File: src/rtl/tpf_pkg.sv
package tpf_pkg;
  localparam int TILE_W   = 8;
  localparam int COORD_W  = 8;
  localparam int MAP_IDX_W = 5;
  localparam int ADDR_W   = 16;

  typedef enum logic [2:0] {
    ST_IDLE,
    ST_MAP,
    ST_LO,
    ST_HI,
    ST_CAP,
    ST_SHIFT,
    ST_DONE
  } fetch_state_t;

  typedef struct packed {
    logic [COORD_W-1:0]   plane_y;
    logic [MAP_IDX_W-1:0] x_tile;
    logic                 map_hi;
    logic                 uns;
    logic [7:0]           pal;
  } line_cfg_t;
endpackage

File: src/rtl/tpf_addr.sv
module tpf_addr
  import tpf_pkg::*;
#(
  parameter int AW = ADDR_W
) (
  input  logic [COORD_W-1:0]   plane_y,
  input  logic [MAP_IDX_W-1:0] x_tile,
  input  logic [MAP_IDX_W-1:0] tile_num,
  input  logic                 map_hi,
  input  logic                 uns,
  input  logic [7:0]           tile_idx,
  input  logic                 plane_hi,
  output logic [AW-1:0]        map_addr,
  output logic [AW-1:0]        data_addr
);
  localparam logic [AW-1:0] MAP0_BASE = AW'(16'h9800);
  localparam logic [AW-1:0] MAP1_BASE = AW'(16'h9C00);
  localparam logic [AW-1:0] UNS_BASE  = AW'(16'h8000);
  localparam logic [AW-1:0] SGN_BASE  = AW'(16'h9000);

  logic [MAP_IDX_W-1:0] col;
  logic [AW-1:0]        tile_off;
  logic [AW-1:0]        row_off;

  always_comb begin
    col      = x_tile + tile_num;
    map_addr = (map_hi ? MAP1_BASE : MAP0_BASE)
             | AW'({plane_y[COORD_W-1:3], col});
    if (uns)
      tile_off = UNS_BASE + AW'({tile_idx, 4'b0000});
    else
      tile_off = SGN_BASE + AW'({{4{tile_idx[7]}}, tile_idx, 4'b0000});
    row_off   = AW'({plane_y[2:0], plane_hi});
    data_addr = tile_off + row_off;
  end
endmodule

File: src/rtl/tpf_shifter.sv
module tpf_shifter
  import tpf_pkg::*;
#(
  parameter int W = TILE_W
) (
  input  logic         clk,
  input  logic         rst_n,
  input  logic         load,
  input  logic         shift,
  input  logic [W-1:0] lo_byte,
  input  logic [W-1:0] hi_byte,
  output logic [1:0]   color
);
  logic [W-1:0] plane_in [2];
  assign plane_in[0] = lo_byte;
  assign plane_in[1] = hi_byte;

  for (genvar p = 0; p < 2; p++) begin : g_plane
    logic [W-1:0] sr;
    always_ff @(posedge clk) begin
      if (!rst_n)
        sr <= '0;
      else if (load)
        sr <= plane_in[p];
      else if (shift)
        sr <= {sr[W-2:0], 1'b0};
    end
    assign color[p] = sr[W-1];
  end
endmodule

File: src/rtl/tpf_palette.sv
module tpf_palette (
  input  logic [7:0] pal,
  input  logic [1:0] color,
  output logic [1:0] shade
);
  always_comb shade = pal[2*color +: 2];
endmodule

File: src/rtl/tile_pixel_fetcher.sv
module tile_pixel_fetcher
  import tpf_pkg::*;
#(
  parameter int LINE_PIXELS = 160,
  parameter int AW          = ADDR_W
) (
  input  logic          clk,
  input  logic          rst_n,
  input  logic          line_start,
  input  logic [7:0]    line_num,
  input  logic [7:0]    scroll_x,
  input  logic [7:0]    scroll_y,
  input  logic          map_hi_sel,
  input  logic          data_unsigned,
  input  logic [7:0]    palette,
  output logic          vram_rd,
  output logic [AW-1:0] vram_addr,
  input  logic [7:0]    vram_data,
  output logic          pix_valid,
  input  logic          pix_ready,
  output logic [1:0]    pix_shade,
  output logic          line_done
);
  localparam int PCW  = $clog2(LINE_PIXELS + 1);
  localparam int BCW  = $clog2(TILE_W);
  localparam logic [PCW-1:0] LAST_PIX = PCW'(LINE_PIXELS - 1);
  localparam logic [BCW-1:0] LAST_BIT = BCW'(TILE_W - 1);

  fetch_state_t         state;
  line_cfg_t            cfg;
  logic [MAP_IDX_W-1:0] tile_num;
  logic [7:0]           idx_r;
  logic [7:0]           lo_r;
  logic [PCW-1:0]       pix_cnt;
  logic [BCW-1:0]       bit_cnt;
  logic [BCW-1:0]       drop_cnt;

  logic                 dropping;
  logic                 step;
  logic                 sh_load;
  logic [7:0]           idx_sel;
  logic [AW-1:0]        map_addr;
  logic [AW-1:0]        data_addr;
  logic [1:0]           color;

  always_comb begin
    dropping  = (state == ST_SHIFT) && (drop_cnt != '0);
    pix_valid = (state == ST_SHIFT) && (drop_cnt == '0);
    step      = dropping || (pix_valid && pix_ready);
    sh_load   = (state == ST_CAP);
    line_done = (state == ST_DONE);
    idx_sel   = (state == ST_LO) ? vram_data : idx_r;
    vram_rd   = (state == ST_MAP) || (state == ST_LO) || (state == ST_HI);
    vram_addr = (state == ST_MAP) ? map_addr :
                vram_rd           ? data_addr : '0;
  end

  tpf_addr #(.AW(AW)) addr_i (
    .plane_y   (cfg.plane_y),
    .x_tile    (cfg.x_tile),
    .tile_num  (tile_num),
    .map_hi    (cfg.map_hi),
    .uns       (cfg.uns),
    .tile_idx  (idx_sel),
    .plane_hi  (state == ST_HI),
    .map_addr  (map_addr),
    .data_addr (data_addr)
  );

  tpf_shifter #(.W(TILE_W)) shifter_i (
    .clk     (clk),
    .rst_n   (rst_n),
    .load    (sh_load),
    .shift   (step),
    .lo_byte (lo_r),
    .hi_byte (vram_data),
    .color   (color)
  );

  tpf_palette palette_i (
    .pal   (cfg.pal),
    .color (color),
    .shade (pix_shade)
  );

  always_ff @(posedge clk) begin
    if (!rst_n) begin
      state    <= ST_IDLE;
      cfg      <= '0;
      tile_num <= '0;
      idx_r    <= '0;
      lo_r     <= '0;
      pix_cnt  <= '0;
      bit_cnt  <= '0;
      drop_cnt <= '0;
    end else if (line_start) begin
      state       <= ST_MAP;
      cfg.plane_y <= line_num + scroll_y;
      cfg.x_tile  <= scroll_x[7:3];
      cfg.map_hi  <= map_hi_sel;
      cfg.uns     <= data_unsigned;
      cfg.pal     <= palette;
      tile_num    <= '0;
      pix_cnt     <= '0;
      bit_cnt     <= '0;
      drop_cnt    <= scroll_x[BCW-1:0];
    end else begin
      unique case (state)
        ST_MAP: state <= ST_LO;
        ST_LO: begin
          idx_r <= vram_data;
          state <= ST_HI;
        end
        ST_HI: begin
          lo_r  <= vram_data;
          state <= ST_CAP;
        end
        ST_CAP: begin
          bit_cnt <= '0;
          state   <= ST_SHIFT;
        end
        ST_SHIFT: begin
          if (step) begin
            bit_cnt <= bit_cnt + 1'b1;
            if (dropping)
              drop_cnt <= drop_cnt - 1'b1;
            else
              pix_cnt <= pix_cnt + 1'b1;
            if (!dropping && pix_cnt == LAST_PIX) begin
              state <= ST_DONE;
            end else if (bit_cnt == LAST_BIT) begin
              tile_num <= tile_num + 1'b1;
              state    <= ST_MAP;
            end
          end
        end
        default: state <= state;
      endcase
    end
  end
endmodule

File: config.mk
export PLATFORM = sky130hd
export DESIGN_NAME = tile_pixel_fetcher
export DESIGN_NICKNAME = d
export VERILOG_FILES = /design/src/rtl/tpf_pkg.sv /design/src/rtl/tpf_addr.sv /design/src/rtl/tpf_shifter.sv /design/src/rtl/tpf_palette.sv /design/src/rtl/tile_pixel_fetcher.sv
export SDC_FILE = /design/constraint.sdc
export NUM_CORES = 1
export LEC_CHECK = 0
export CORE_MARGIN = 3
export CORE_UTILIZATION = 45
export DETAILED_ROUTE_END_ITERATION = 8
export GPL_ROUTABILITY_DRIVEN = 0
export PLACE_DENSITY_LB_ADDON = 0.1
export SYNTH_ARGS = -nofsm -noshare
export SYNTH_HDL_FRONTEND = slang
export SYNTH_SLANG_ARGS = --single-unit
File: constraint.sdc
create_clock -name clk -period 4.5 [get_ports clk]
set_input_delay 1.35 -clock clk [delete_from_list [all_inputs] [get_ports clk]]
set_output_delay 1.35 -clock clk [all_outputs]
set_load 0.03 [all_outputs]
==> metrics.md <==
| Metric | Value |
|---|---|
| Outcome | finished clean |
| Critical path class | input port to primary output |
| Final setup margin | 0.1374 ns |
| P&R area growth vs syn | 22.83% |
| Period utilization | 0.9695 |
| Slowest library cell on the worst path | clkdlybuf4s50_1 |
| Setup WS pre-CTS | 0.1421 ns |
| Top_reg_cell synth | dfxtp_1 |
| WL/cell | 15.33 um |
| Worst path cell trace | clkdlybuf4s50_1 > mux2i_1 > nor2_1 > a31oi_1 > nor2_1 > clkdlybuf4s50_1 |
| Number of enable flip-flop cells after synthesis | 0 |
| Deepest clock path buffer count | 2 |
| Vias/cell | 5.509 |
| IO Count | 67 |
| Die W | 100.6 um |
| Final ANT Viol Nets | 0 |
| Max Clk Rate | 229.2 MHz |
| Final Power | 1694 uW |
| Worst reg2reg path depth | 6 |
| Worst EP required | 3.15 ns |
| Hold Startpoint | bit_cnt[1]$_SDFFE_PP0P_ |
| # hold bufs at CTS | 0 |
| Starting DRT DRC Count | 161 |
| Max Cap Violations | 0 |
| CTS resizes | 0 |
| Antenna violations before repair | 0 |
| Finish-stage setup viols | 0 |
| Hold Fails Final Rpt | 0 |
| Sequential fraction of the synthesis area | 0.3826 |
| Die area | 0.01012 mm^2 |
| Number of placement rows | 33 |
| TritonRoute pass-1 iters | 4 |
| Synth Instances | 469 |
| Worst-Margin Slew | 1.053 ns |
| Post-Syn Area | 0.004029 mm^2 |
| Layout cells sized above 1 | 0.05682 |
| Count leader, synth | dfxtp_1 |
| Post-CTS setup buffer count | 0 |
| GRT Util Overall | 0.1975 |
| Leading area contributor after synthesis | dfxtp_1 |
| Library cells used by synthesis | 56 |
| Clock root cell | clkbuf_8 |
| Cts bufs inserted | 9 |
| HP Class | flop to flop |
| Leakage | 0.001894 uW |
| Top post-synthesis cells by area | dfxtp_1, mux2i_1, nor2_1, ha_1, nand2_1 |
| Min cycle time layout | 4.363 ns |
| Hpwl dp | 6896 um |
| Clock sinks | 77 |
| Hold path depth | 2 |
| Drt drc | 0 |
| Worst rel slew slack | 0.2966 |
| CP arrival | 3.01 ns |
| Core Box Area | 0.008464 mm^2 |
| Grt ovf | 0 |
| Share of the synthesized area in the top cell type | 0.3826 |
| Top cells by count, synth | dfxtp_1, nor2_1, nand2_1 |
| Max FO, Critical Path | 4 |
| RSZ-0062 raised after global routing | no |
| Clock Latency Late Sink | 0.35 ns |
| Crit path depth | 6 |
| YS warnings | 0 |
| Worst setup path start | vram_data[1] |
| Initial Util | 0.4760 |
| Flops & latches, synth | 77 |
| Startpoint types | input port |
| Die Y | 100.6 um |
| Diodes inserted | 0 |
| Delay-heaviest family, CP | buffers and inverters |
| Final Non-Filler Cells | 633 |
| Vias in the first global route | 3260 |
| R2r startpoint | state[2]$_SDFFE_PP0P_ |
| Port bufs | 64 |
| Htree depth | 3 |
| Crit end category | primary output |
| Clk slew on worst S/H paths | 0.08 ns |
| Placed insts | 617 |
| Post-synth ARST share | 0 |
| Detailed Route WL | 9703 um |
| CP bufs+invs | 2 |
| Final Slew Violations | 0 |
| Largest net degree at the start of global routing | 42 |
| TritonCTS clock tree | yes |
| Clock skew | 0.01375 ns |
| PwrDens | 342.4 mW/mm^2 |
| DR vias | 3487 |
| Setup TNS | 0 ns |
| Worst VDD drop | 0.1557 mV |
| Worst path max stage delay | 0.69 ns |
| First-pass GRT wire length | 16130 um |
| Average size of a mapped cell | 8.590 um^2 |
| Nets@finish | 588 |
cells by family after synthesis:
family                     Yosys count  synth area share
AOI/OAI and AO/OA                   93            0.1599
adders and majority gates           19           0.06273
muxes                               36           0.09565
buffers and inverters               41           0.04317
and+or+nand+nor                    188            0.2245
DFF                                 77            0.3826
other                                1         0.0009308
xor gates and xnor gates            14           0.03043
metrics by stage:
| stage | hold slack (ns) | util | cell area [um^2] |
|---|---|---|---|
| floorplan | 0.4403 | - | 4033 |
| global placement | 0.4562 | 0.5576 | 4720 |
| detailed placement | 0.4548 | 0.5576 | 4720 |
| CTS | 0.4800 | 0.5846 | 4949 |
| global route | 0.5098 | 0.5846 | 4949 |
| finish | 0.4748 | 0.5846 | 4949 |
state kept, by name (all words and copies together) (netlist names), 5 cells and up:
name	cells
cfg	23
idx_r	8
lo_r	8
pix_cnt	8
shifter_i.g_plane.sr	16
tile_num	5
power breakdown:
part,switching (uW),internal (uW)
clock,275,321
combinational,192,158
sequential,33.7,715
total,501,1190
worst paths after layout:
check	slack [ns]	to
min	0.47	bit_cnt[1]$_SDFFE_PP0P_
min reg2reg	0.47	bit_cnt[1]$_SDFFE_PP0P_
max reg2reg	1.98	state[2]$_SDFFE_PP0P_
max	0.14	vram_addr[5]
worst register-to-register path, cell delays in order (launching register included):
cell	delay, ns
dfxtp_1	0.89
nand3b_1	0.32
a21oi_2	0.40
buf_4	0.27
o311a_1	0.23
nor2_1	0.05
o31a_1	0.27
layer usage:
metal | vias up | global-route usage | share of wire
li1 | 1765 | - | -
met1 | 1647 | 0.2854 | 0.49
met2 | 67 | 0.3058 | 0.45
met3 | 8 | 0.02907 | 0.048
met4 | 0 | 0.05596 | 0.0082
met5 | - | 0 | 0
placed cells by master, fill, tap and decap left out, drive strengths merged, types with 6 or more instances in the layout:
cell type / n
nor2b: 25
clkdlybuf4s50: 63
nand3: 10
nand2: 56
o21ai: 14
inv: 15
clkbuf: 9
ha: 17
buf: 7
a22o: 8
a21oi: 26
xnor2: 10
mux2i: 34
dfxtp: 77
a311oi: 15
nor2: 60
nand4: 6
layout make-up:
type                    instances  area, um^2
clock inverters                 7       105.1
clock buffers                   9       123.9
flip-flops and latches         77        1541
fillers                       795        3516
multi-input cells             352        2317
repair buffers                 70       680.7
inverters                      13       48.80
well taps                     105       131.4
Power figures use the tool's default switching activity.
